[src/rtl/wdit_pkg.sv]
// Package: shared constants and the register view layout for the
// watchdog interval timer. Assumes an 8-bit register width.
package wdit_pkg;
    localparam int REG_W = 8;
    localparam int SEL_W = 3;
    localparam int NTAPS = 1 << SEL_W;
    localparam int TAP_FW = 5;

    // Packed view of the control/status register as read by software
    typedef struct packed {
        logic             flag;
        logic             mode;
        logic             en;
        logic [1:0]       rsvd;
        logic [SEL_W-1:0] cks;
    } csr_view_t;

    localparam logic [1:0] RSVD_VALUE = 2'b11;

    typedef enum logic {
        SEL_CSR = 1'b0,
        SEL_CNT = 1'b1
    } reg_sel_e;
endpackage

[src/rtl/wdit_bus_decode.sv]
// Bus decoder: checks the write key carried in the upper byte and turns
// the raw strobes into per-register write and read pulses.
// Assumes single-cycle strobes sampled on the rising clock edge.
module wdit_bus_decode #(
    parameter int          DATA_W  = 16,
    parameter int          KEY_W   = 8,
    parameter logic [KEY_W-1:0] CSR_KEY = 8'hA5,
    parameter logic [KEY_W-1:0] CNT_KEY = 8'h5A
) (
    input  logic              bus_wr,
    input  logic              bus_rd,
    input  logic              bus_addr,
    input  logic [DATA_W-1:0] bus_wdata,
    output logic              csr_wr,
    output logic              cnt_wr,
    output logic              csr_rd
);
    import wdit_pkg::*;

    logic [KEY_W-1:0] key;
    assign key = bus_wdata[DATA_W-1 -: KEY_W];

    // Keyed write qualification and read decode
    always_comb begin
        csr_wr = bus_wr && (reg_sel_e'(bus_addr) == SEL_CSR) && (key == CSR_KEY);
        cnt_wr = bus_wr && (reg_sel_e'(bus_addr) == SEL_CNT) && (key == CNT_KEY);
        csr_rd = bus_rd && (reg_sel_e'(bus_addr) == SEL_CSR);
    end
endmodule

[src/rtl/wdit_prescaler.sv]
// Prescaler: free-running divider that is held at zero while clear is
// high. It emits a one-cycle tick when the selected tap completes a period.
// Assumes every tap shift is at least 1 and at most PS_W.
module wdit_prescaler #(
    parameter int PS_W = 13,
    parameter logic [wdit_pkg::NTAPS*wdit_pkg::TAP_FW-1:0] TAP_SHIFTS =
        {5'd13, 5'd12, 5'd10, 5'd9, 5'd8, 5'd7, 5'd6, 5'd1}
) (
    input  logic                       clk,
    input  logic                       rst_n,
    input  logic                       clr,
    input  logic [wdit_pkg::SEL_W-1:0] cks,
    output logic                       tick
);
    import wdit_pkg::*;

    logic [PS_W-1:0]  presc_q;
    logic [NTAPS-1:0] tap_hit;

    // Divider register: counts while running, cleared otherwise
    always_ff @(posedge clk) begin
        if (!rst_n)   presc_q <= '0;
        else if (clr) presc_q <= '0;
        else          presc_q <= presc_q + 1'b1;
    end

    // One terminal-count detector per tap
    for (genvar i = 0; i < NTAPS; i++) begin : g_tap
        localparam int SH = int'(TAP_SHIFTS[i*TAP_FW +: TAP_FW]);
        assign tap_hit[i] = &presc_q[SH-1:0];
    end

    // Selected tap gated by the run condition
    assign tick = !clr && tap_hit[cks];
endmodule

[src/rtl/wdit_counter.sv]
// Counter: 8-bit up-counter with load, a hold-at-zero while disabled, and
// mode-steered one-cycle overflow pulses. Both reset sources clear it.
module wdit_counter #(
    parameter int W = wdit_pkg::REG_W
) (
    input  logic         clk,
    input  logic         rst_n,
    input  logic         stby_clr,
    input  logic         en,
    input  logic         mode,
    input  logic         tick,
    input  logic         load,
    input  logic [W-1:0] load_val,
    output logic [W-1:0] cnt,
    output logic         ovf_evt,
    output logic         irq_pulse,
    output logic         wdt_pulse
);
    // Wrap detection on the step out of all-ones
    assign ovf_evt = en && tick && (&cnt);

    // Count register: load has priority over stepping
    always_ff @(posedge clk) begin
        if (!rst_n || stby_clr) cnt <= '0;
        else if (!en)           cnt <= '0;
        else if (load)          cnt <= load_val;
        else if (tick)          cnt <= cnt + 1'b1;
    end

    // Overflow pulses steered by the mode bit
    always_ff @(posedge clk) begin
        if (!rst_n || stby_clr) begin
            irq_pulse <= 1'b0;
            wdt_pulse <= 1'b0;
        end else begin
            irq_pulse <= ovf_evt && !mode;
            wdt_pulse <= ovf_evt && mode;
        end
    end
endmodule

[src/rtl/wdit_csr.sv]
// Control/status register: mode, enable, clock select and the overflow flag
// with its read-then-write-zero clear. Mode, enable and flag clear in either
// standby; the clock select survives software standby.
module wdit_csr (
    input  logic                       clk,
    input  logic                       rst_n,
    input  logic                       hw_stby,
    input  logic                       sw_stby,
    input  logic                       csr_wr,
    input  logic                       csr_rd,
    input  logic [wdit_pkg::REG_W-1:0] wdata,
    input  logic                       flag_set,
    output wdit_pkg::csr_view_t        view
);
    import wdit_pkg::*;

    logic             flag_q, mode_q, en_q, armed_q;
    logic [SEL_W-1:0] cks_q;
    logic             full_clr, part_clr, flag_clr;
    logic             unused_rsvd;

    assign full_clr    = !rst_n || hw_stby;
    assign part_clr    = full_clr || sw_stby;
    assign flag_clr    = csr_wr && !wdata[7] && armed_q && !flag_set;
    assign unused_rsvd = ^wdata[4:3];

    // Mode and enable: cleared by every reset source
    always_ff @(posedge clk) begin
        if (part_clr) begin
            mode_q <= 1'b0;
            en_q   <= 1'b0;
        end else if (csr_wr) begin
            mode_q <= wdata[6];
            en_q   <= wdata[5];
        end
    end

    // Clock select: kept through software standby
    always_ff @(posedge clk) begin
        if (full_clr)    cks_q <= '0;
        else if (csr_wr) cks_q <= wdata[SEL_W-1:0];
    end

    // Overflow flag: set wins over a same-cycle clear
    always_ff @(posedge clk) begin
        if (part_clr)      flag_q <= 1'b0;
        else if (flag_set) flag_q <= 1'b1;
        else if (flag_clr) flag_q <= 1'b0;
    end

    // Clear arm: set by reading the flag as 1, dropped when it clears
    always_ff @(posedge clk) begin
        if (part_clr)                armed_q <= 1'b0;
        else if (flag_clr)           armed_q <= 1'b0;
        else if (csr_rd && flag_q)   armed_q <= 1'b1;
    end

    // Software-visible layout
    always_comb begin
        view.flag = flag_q;
        view.mode = mode_q;
        view.en   = en_q;
        view.rsvd = RSVD_VALUE;
        view.cks  = cks_q;
    end
endmodule

[src/rtl/wdit_timer.sv]
// Top: watchdog interval timer. Ties the bus decoder, the control/status
// register, the prescaler and the counter together and muxes read data.
// Assumes a synchronous active-low power-on reset and level standby inputs.
module wdit_timer #(
    parameter int          DATA_W  = 16,
    parameter int          PS_W    = 13,
    parameter logic [7:0]  CSR_KEY = 8'hA5,
    parameter logic [7:0]  CNT_KEY = 8'h5A,
    parameter logic [wdit_pkg::NTAPS*wdit_pkg::TAP_FW-1:0] TAP_SHIFTS =
        {5'd13, 5'd12, 5'd10, 5'd9, 5'd8, 5'd7, 5'd6, 5'd1}
) (
    input  logic                       clk,
    input  logic                       rst_n,
    input  logic                       hw_stby,
    input  logic                       sw_stby,
    input  logic                       bus_wr,
    input  logic                       bus_rd,
    input  logic                       bus_addr,
    input  logic [DATA_W-1:0]          bus_wdata,
    output logic [wdit_pkg::REG_W-1:0] bus_rdata,
    output logic                       irq_interval,
    output logic                       wdt_ovf
);
    import wdit_pkg::*;

    localparam int KEY_W = DATA_W - REG_W;

    logic             csr_wr, cnt_wr, csr_rd;
    csr_view_t        csr_q;
    logic             csr_flag, csr_en;
    logic             tick, ovf_evt, stby_any;
    logic [REG_W-1:0] cnt_q;

    assign csr_flag = csr_q.flag;
    assign csr_en   = csr_q.en;
    assign stby_any = hw_stby || sw_stby;

    wdit_bus_decode #(
        .DATA_W (DATA_W),
        .KEY_W  (KEY_W),
        .CSR_KEY(CSR_KEY),
        .CNT_KEY(CNT_KEY)
    ) u_dec (
        .bus_wr   (bus_wr),
        .bus_rd   (bus_rd),
        .bus_addr (bus_addr),
        .bus_wdata(bus_wdata),
        .csr_wr   (csr_wr),
        .cnt_wr   (cnt_wr),
        .csr_rd   (csr_rd)
    );

    wdit_csr u_csr (
        .clk     (clk),
        .rst_n   (rst_n),
        .hw_stby (hw_stby),
        .sw_stby (sw_stby),
        .csr_wr  (csr_wr),
        .csr_rd  (csr_rd),
        .wdata   (bus_wdata[REG_W-1:0]),
        .flag_set(ovf_evt && !csr_q.mode),
        .view    (csr_q)
    );

    wdit_prescaler #(
        .PS_W      (PS_W),
        .TAP_SHIFTS(TAP_SHIFTS)
    ) u_ps (
        .clk  (clk),
        .rst_n(rst_n),
        .clr  (!csr_q.en || stby_any),
        .cks  (csr_q.cks),
        .tick (tick)
    );

    wdit_counter #(
        .W(REG_W)
    ) u_cnt (
        .clk      (clk),
        .rst_n    (rst_n),
        .stby_clr (stby_any),
        .en       (csr_q.en),
        .mode     (csr_q.mode),
        .tick     (tick),
        .load     (cnt_wr),
        .load_val (bus_wdata[REG_W-1:0]),
        .cnt      (cnt_q),
        .ovf_evt  (ovf_evt),
        .irq_pulse(irq_interval),
        .wdt_pulse(wdt_ovf)
    );

    // Read data: addressed register, no wait state
    always_comb begin
        if (reg_sel_e'(bus_addr) == SEL_CNT) bus_rdata = cnt_q;
        else                                 bus_rdata = csr_q;
    end
endmodule

[config.mk]
export PLATFORM = sky130hd
export DESIGN_NAME = wdit_timer
export DESIGN_NICKNAME = d
export VERILOG_FILES = /design/src/rtl/wdit_pkg.sv /design/src/rtl/wdit_bus_decode.sv /design/src/rtl/wdit_prescaler.sv /design/src/rtl/wdit_counter.sv /design/src/rtl/wdit_csr.sv /design/src/rtl/wdit_timer.sv
export SDC_FILE = /design/constraint.sdc
export NUM_CORES = 1
export LEC_CHECK = 0
export ABC_AREA = 1
export CORE_MARGIN = 5
export CORE_UTILIZATION = 30
export CTS_BUF_LIST = sky130_fd_sc_hd__clkbuf_8
export DETAILED_ROUTE_END_ITERATION = 10
export PLACE_DENSITY_LB_ADDON = 0.08
export SYNTH_ARGS = -nofsm -noshare
export SYNTH_HDL_FRONTEND = slang
export SYNTH_SLANG_ARGS = --single-unit
[constraint.sdc]
create_clock -name clk -period 5.25 [get_ports clk]
set_input_delay 1.05 -clock clk [delete_from_list [all_inputs] [get_ports clk]]
set_output_delay 1.05 -clock clk [all_outputs]
set_load 0.03 [all_outputs]
Word level (Yosys, flattened, before mapping)
Cells that the tools add are included.
Widths: inputs -> output; s select.
{"block": "totals", "out_inout_bits": 10, "inputBits": 23, "ff_bits": 30, "word_cells": 62}
{"block": "op_classes", "order_cmp": 1, "bitwise_logic": 3, "n_mux": 7, "n_reduce_logical": 38, "add_sub_neg": 2, "eq_ne": 2}
{"op": "$mux 8", "count": 3}
{"op": "$reduce_and 8->1", "count": 2}
{"op": "$logic_and 1x1->1", "count": 14}
{"op": "$add 13x1->13 const B", "count": 1}
{"op": "$reduce_and 13->1", "count": 1}
{"op": "$reduce_and 12->1", "count": 1}
{"op": "$reduce_and 10->1", "count": 1}
{"op": "$reduce_and 9->1", "count": 1}
{"op": "$add 8x1->8 const B", "count": 1}
{"op": "$eq 8x7->1 const B", "count": 1}
{"op": "$eq 8x8->1 const B", "count": 1}
{"op": "$reduce_and 7->1", "count": 1}
{"op": "$logic_not 1->1", "count": 6}
{"op": "$reduce_and 6->1", "count": 1}
{"op": "$reduce_or 2->1", "count": 3}
{"op": "$logic_or 1x1->1", "count": 5}
{"op": "$lt 3x4->1 const B", "count": 1}
{"op": "$reduce_bool 2->1", "count": 2}
{"op": "$bmux 1 s3", "count": 1}
{"op": "$mux 1", "count": 3}
{"op": "$not 1->1", "count": 3}

Depth between registers and ports, before layout
Gate-level depths: netlist of the first run.
{"block": "logic_depth", "ltp_word": 11, "ltp_mapped": 17}

Modules after synthesis
Synthesis of the first run repeated with hierarchy kept, for this count alone.
{"block": "hier_totals", "hier_cells": 278, "hier_area_um2": 1774.2}
{"module": "wdit_prescaler", "cells_per_inst": 106, "n_inst": 1, "area_each_um2": 694.4}
{"module": "wdit_counter", "cells_per_inst": 77, "n_inst": 1, "area_each_um2": 564.3}
{"module": "wdit_csr", "cells_per_inst": 42, "n_inst": 1, "area_each_um2": 301.5}
{"module": "wdit_timer", "cells_per_inst": 32, "n_inst": 1, "area_each_um2": 128.9}
{"module": "wdit_bus_decode", "cells_per_inst": 21, "n_inst": 1, "area_each_um2": 85.1}

Worst setup path after synthesis of the first run
Ideal clock, no wire load.
{"block": "synth_timing", "path_type": "in2out", "from": "input bus_addr", "to": "output bus_rdata[2] (netlist bit)", "stages": 2, "path_buffers": 1, "arrival_ns": 1.935, "path_slack_ns": 2.265, "t_required_ns": 4.200, "cell_sequence": "clkbuf_1 o21ai_0"}
{"block": "synth_via", "elab_chain_cells": 1}
{"item": "start: declaration", "line": "wdit_timer.sv:18", "rtl": "input logic bus_addr,"}
{"item": "$mux 8", "line": "wdit_timer.sv:95", "rtl": "if (reg_sel_e'(bus_addr) == SEL_CNT) bus_rdata = cnt_q;"}
{"item": "end: declaration", "line": "wdit_timer.sv:20", "rtl": "output logic [wdit_pkg::REG_W-1:0] bus_rdata,"}
No other way between the ends.

Final worst setup path of the first run
{"block": "layout_timing", "from": "input bus_addr", "to": "output bus_rdata[7] (netlist bit)"}
The elaborated chain is that of the path after synthesis.

==> results of run 1 <==
-- metrics by stage --
step	worst slack, ns	hold slack [ns]
after floorplan	2.26	0.425
after global placement	1.43	0.442
after detailed placement	1.42	0.444
after CTS	1.42	0.456
after global routing	1.30	0.466
final	1.46	0.454
-- final timing paths --
check,slack (ns),cells past startpoint,start,endpoint
worst max-delay path,1.46,4,bus_addr,bus_rdata[7]
worst max register to register,2.95,17,u_ps.presc_q[0]$_SDFF_PP0_,u_cnt.cnt[2]$_SDFFE_PP0P_
worst min-delay path,0.45,2,u_ps.presc_q[11]$_SDFF_PP0_,u_ps.presc_q[11]$_SDFF_PP0_
worst min register to register,0.45,2,u_ps.presc_q[11]$_SDFF_PP0_,u_ps.presc_q[11]$_SDFF_PP0_
-- cell type report --
cell class	count	area, um2
fillers	624	3370
well taps	72	90.1
clock buffers	5	68.8
flip-flops and latches	30	601
inverters	42	158
repair buffers	32	320
clock inverters	2	7.51
multi-input cells	184	923
-- routing by layer --
layer	vias to the layer above	share of wire (%)
li1	894	-
met4	0	1.5
met1	669	52
met3	7	2.9
met2	27	44
met5	-	0
-- worst max-delay path, cell delays in order --
cell,delay (ns)
clkdlybuf4s50_1,0.72
inv_2,0.11
o21ai_0,0.16
clkdlybuf4s50_1,0.69
-- cells in the mapped netlist, drive strengths merged --
cell type,number,area (um2)
nor2,43,186
nand3,16,90.1
nor4,1,6.26
nor3,3,15.0
a21oi,17,96.4
o21ai,19,95.1
buf,3,21.3
nand3b,2,15.0
ha,3,37.5
and3b,1,8.76
nand4,4,25.0
a211oi,3,22.5
and3,1,6.26
nor3b,1,7.51
xor2,3,26.3
o22ai,2,12.5
clkbuf,2,17.5
dfxtp,30,601
nand2,65,273
inv,42,158
-- power by group through the flow --
stage	Clock, mW	Combinational [mW]	Sequential, mW
2_1_floorplan	0	0.00850	0.233
3_3_place_gp	0	0.0293	0.233
3_5_place_dp	0	0.0295	0.233
4_1_cts	0.176	0.0297	0.228
5_1_grt	0.187	0.0318	0.227
6_report	0.169	0.0293	0.228
-- sequential cells by signal, indices dropped and copies added, names as in the netlist --
signal,cells
u_cnt.cnt,8
u_cnt.irq_pulse,1
u_cnt.wdt_pulse,1
u_csr.armed_q,1
u_csr.cks_q,3
u_csr.en_q,1
u_csr.flag_q,1
u_csr.mode_q,1
u_ps.presc_q,13
-- cell families (layout without fill, tap and decap cells) --
kind of cell,after synthesis,in the layout,synth area share [%]
and+or+nand+nor,137,137,36.8
xor gates and xnor gates,3,3,1.53
adders and majority gates,3,3,2.18
AOI/OAI and AO/OA,41,41,13.2
DFF,30,30,34.9
buffers and inverters,47,81,11.4
==> summary.md, run 1 <==
| Metric | Value |
|---|---|
| Hpwl dp | `3.24 mm` |
| Lkg Pwr | `0.845 nW` |
| Net Sw Frac | `22.0%` |
| Largest net degree at the start of global routing | `24` |
| Share of post-route cells with drive strength above 1 | `6.78%` |
| Status | `complete, no violations` |
| Sequential Power Share | `53.4%` |
| Total Power | `0.426 mW` |
| CP endpoint kind | `primary output` |
| Area delta synth->final | `26.0%` |
| Maximum vdd drop | `0.0789 mV` |
| CTS tree | `done` |
| Commonest cells after routing, fill and taps aside | `nand2_1, inv_1, nor2_1` |
| Drt wl/cell | `11.2 um` |
| Fmax | `0.264 GHz` |
| Die area | `0.00735 mm2` |
| Grt ovf | `0` |
| Met3 Resource Use GR | `2.59%` |
| Syn Nets | `287` |
| CTS Hold Bufs | `0` |
| Worst Clk Skew | `0.00331 ns` |
| Global-route wire length before repair | `7.02 mm` |
| CTS max path bufs | `2` |
| Cell Int Power | `0.332 mW` |
| Slew HR | `67.1%` |
| Setup violators final | `0` |
| # clock sinks | `30` |
| Commonest non-fill, non-tap cell in the layout | `nand2_1` |
| Clk Latency, worst-skew pair | `0.28 ns` |
| Aggregate global-route resource usage | `12.0%` |
| Final hold vios | `0` |
| IO buf count | `32` |
| Post-CTS setup buffer count | `0` |
| Initial antenna violation count | `0` |
| Routed vias | `1,597` |
| Met1 Track Usage GR | `16.0%` |
| Nets | `321` |
| Period utilization | `72.1%` |
| Die Span Y | `85.7 um` |
| Syn Area/Cell | `6.59 um2` |
| Max Transition Viols Final | `0` |
| Vias in the first global route | `1,510` |
| Initial Util | `31.1%` |
| Period minus WS final | `3.79 ns` |
| Comb power frac | `6.9%` |
| Final ANT Viol Nets | `0` |
| RSZ-0062 raised after global routing | `false` |
| Hold Path Class | `flip-flop to flip-flop` |
| Final instance area | `0.00217 mm2` |
| Die width | `85.7 um` |
| Root buffer cell | `clkbuf_8` |
| Post-Route WL | `4.10 mm` |
| Core ar. | `0.00554 mm2` |
| Synthesized instance count | `261` |
| Placed Cells | `360` |
| H-tree depth | `2` |
| I/O pins | `33` |
| Final design utilization | `39.1%` |
| Required time worst endpoint | `4.20 ns` |
| Sequential-to-total area share from yosys stat | `34.9%` |
| GR peak layer | `met2` |
| Worst-Margin Slew | `0.493 ns` |
| CP Max Fanout | `13` |
| Power density cells | `196 mW/mm2` |
| Yosys cell types | `31` |
| Final weighted congestion in routability-driven placement | `0.757` |
| Crit Path Category | `primary input to primary output` |
| Residual DRC count | `0` |
| Sw Pwr | `0.0935 mW` |
| Fin cells | `367` |
| Post-cts sizing count | `0` |
| Total CTS buffers | `5` |
| Via/cell ratio | `4.35` |
| Worst setup SP type | `primary input` |
| CP Data Arrival Time | `2.74 ns` |
| Cell Area, Placed | `0.00209 mm2` |
| Synth Register Bits | `30` |
| Ant diodes | `0` |
| Clk pwr share | `39.7%` |
| Mapped Area | `0.00172 mm2` |
| Clock transition at the registers of the reported paths | `0.06 ns` |
| FP Rows | `27` |
| Synthesis Warnings | `0` |
| Max-cap violations | `0` |
| DR iter-0 viols | `57` |
| Setup_tns | `0 ns` |
| Drt pass-1 iters | `4` |
| Met2 Usage GRT | `18.9%` |
(Power assumes the default switching activity.)
==> inputs of run 2 (changes only) <==
==> constraint.sdc (replaced) <==
create_clock -name clk -period 3.7 [get_ports clk]
set_input_delay 0.74 -clock clk [delete_from_list [all_inputs] [get_ports clk]]
set_output_delay 0.74 -clock clk [all_outputs]
set_load 0.03 [all_outputs]
==> run 2 against run 1 <==
Cell count is 0.27% higher. Setup slack lost 0.94 ns. Worst hold slack worse by 0.0082 ns. Clock-buffer cell count up 1. Register-to-register slack lost 1.6 ns. Combinational power is 41% higher. Critical endpoint unchanged. Largest cell class unchanged.
==> summary.md, run 2 (synthesis results as in run 1) <==
| Metric | Value |
|---|---|
| Fmax | `0.314 GHz` |
| Crit Path Category | `primary input to primary output` |
| Commonest non-fill, non-tap cell in the layout | `nand2_1` |
| Maximum vdd drop | `0.136 mV (+73%)` |
| Placed Cells | `360 (unchanged)` |
| Worst-Margin Slew | `0.500 ns (+0.00724 ns)` |
| Power density cells | `289 mW/mm2 (+47%)` |
| Max Transition Viols Final | `0 (unchanged)` |
| Period utilization | `86.0%` |
| Worst hold slack | `0.446 ns (-0.00823 ns)` |
| Top flop regs | `u_ps.presc_q: 13 flops, u_cnt.cnt: 8 flops, u_csr.cks_q: 3 flops` |
| Aggregate global-route resource usage | `11.9% (-0.038 points)` |
| Die width | `85.7 um (unchanged)` |
| Via/cell ratio | `4.42 (+1.7%)` |
| Final ANT Viol Nets | `0 (unchanged)` |
| FP Rows | `27 (unchanged)` |
| Ant diodes | `0 (unchanged)` |
| CP endpoint kind | `primary output` |
| Critical-path cell list | `clkdlybuf4s50_1, inv_2, o21ai_0, clkdlybuf4s50_1` |
| Total CTS buffers | `5 (unchanged)` |
| Worst Clk Skew | `0.00240 ns (-0.000910 ns)` |
| Grt ovf | `0 (unchanged)` |
| Total Power | `0.632 mW (+48%)` |
| Setup violators final | `0 (unchanged)` |
| Clk Latency, worst-skew pair | `0.28 ns (about the same)` |
| RSZ-0062 raised after global routing | `false` |
| Initial Util | `31.1% (unchanged)` |
| Vias in the first global route | `1,547 (+2.5%)` |
| I/O pins | `33 (unchanged)` |
| Drt wl/cell | `10.9 um (-2.5%)` |
| Hpwl dp | `3.18 mm (-1.9%)` |
| Residual DRC count | `0 (unchanged)` |
| Initial antenna violation count | `0 (unchanged)` |
| Commonest cells after routing, fill and taps aside | `nand2_1, inv_1, nor2_1` |
| Drt pass-1 iters | `4 (unchanged)` |
| Post-cts sizing count | `0 (unchanged)` |
| Slew HR | `66.6% (-0.48 points)` |
| Final weighted congestion in routability-driven placement | `0.756 (-0.22%)` |
| Core ar. | `0.00554 mm2 (unchanged)` |
| Die area | `0.00735 mm2 (unchanged)` |
| Worst path slowest cell | `clkdlybuf4s50_1` |
| CP Data Arrival Time | `2.44 ns (-0.30 ns)` |
| Final design utilization | `39.4% (+0.27 points)` |
| DR iter-0 viols | `55 (-3.5%)` |
| Multi-input logic area | `923 um2 (unchanged)` |
| Flip-flop and latch area | `601 um2 (unchanged)` |
| CP Max Fanout | `13 (unchanged)` |
| IO buf count | `32 (unchanged)` |
| Status | `complete, no violations` |
| Crit path top cell by count | `clkdlybuf4s50_1` |
| Max-cap violations | `0 (unchanged)` |
| Lkg Pwr | `0.851 nW (+0.68%)` |
| Global-route wire length before repair | `7.02 mm (about the same)` |
| Post-Route WL | `4.01 mm (-2.2%)` |
| CTS tree | `done` |
| Root buffer cell | `clkbuf_8` |
| Required time worst endpoint | `2.96 ns (-1.24 ns)` |
| # clock sinks | `30 (unchanged)` |
| Routed vias | `1,628 (+1.9%)` |
| Slowest stage delay, CP | `0.73 ns (about the same)` |
| Post-CTS setup buffer count | `0 (unchanged)` |
| CTS Hold Bufs | `0 (unchanged)` |
| Fin cells | `368 (+0.27%)` |
| Period minus WS final | `3.18 ns` |
| Worst setup SP type | `primary input` |
| Final hold vios | `0 (unchanged)` |
| Die Span Y | `85.7 um (unchanged)` |
| H-tree depth | `2 (unchanged)` |
| Biggest register | `u_ps.presc_q` |
| Largest net degree at the start of global routing | `24 (unchanged)` |
| Nets | `321 (unchanged)` |
| Filler Cells Inserted | `596 (-4.5%)` |
| Hold Path Class | `flip-flop to flip-flop` |
| Area delta synth->final | `26.9%` |
| CTS max path bufs | `2 (unchanged)` |
| Setup_tns | `0 ns (unchanged)` |
| Share of post-route cells with drive strength above 1 | `7.43% (+0.65 points)` |
| Clock transition at the registers of the reported paths | `0.06 ns (about the same)` |
| Max reg flops | `13 (unchanged)` |
-- run 2: cell count changes in the layout (fill, tap and decap cells not counted), sizes merged --
| cell | change |
|---|---|
| clkinv | +1 |
| clkbuf | +1 |
| inv | -1 |
-- run 2: worst paths after layout --
check	startpoint	endpoint	slack, ns	depth (start not counted)
max	bus_addr	bus_rdata[7]	0.52	4
min	u_ps.presc_q[11]$_SDFF_PP0_	u_ps.presc_q[11]$_SDFF_PP0_	0.45	2
max reg2reg	u_ps.presc_q[0]$_SDFF_PP0_	u_cnt.cnt[0]$_SDFFE_PP0P_	1.38	17
min reg2reg	u_ps.presc_q[11]$_SDFF_PP0_	u_ps.presc_q[11]$_SDFF_PP0_	0.45	2
-- run 2: cell type report --
| type | instances | area share, % |
|---|---|---|
| tap | 72 | 4.13 |
| timing repair buffer | 32 | 14.7 |
| clock inverter | 2 | 0.401 |
| sequential | 30 | 27.5 |
| clock buffer | 6 | 3.78 |
| inverter | 42 | 7.22 |
| multi-input combinational | 184 | 42.3 |
-- run 2: stage by stage --
stage	cell area, um2	worst slack (ns)
after floorplan	1720	1.33
after global placement	2090	0.501
after detailed placement	2090	0.484
after CTS	2180	0.483
after global routing	2180	0.353
final	2180	0.520
-- run 2: power by group --
part           total, mW  leakage [nW]  switching [mW]  internal, mW
clock              0.268        0.0524           0.121         0.147
sequential         0.323         0.241       0.0000174         0.323
combinational     0.0413         0.557          0.0163        0.0250
-- run 2: worst max-delay path: cells and delay by family --
family	cells	cell delay, ns
compound gates	1	0.17
buf+inv	3	1.53
-- run 2: routing by layer --
layer | routed length, um | track usage (%) | vias up
li1 | - | - | 897
met1 | 1980 | 15.6 | 704
met2 | 1820 | 19.1 | 20
met3 | 159 | 3.46 | 7
met4 | 49 | 3.45 | 0
met5 | 0 | 0 | -
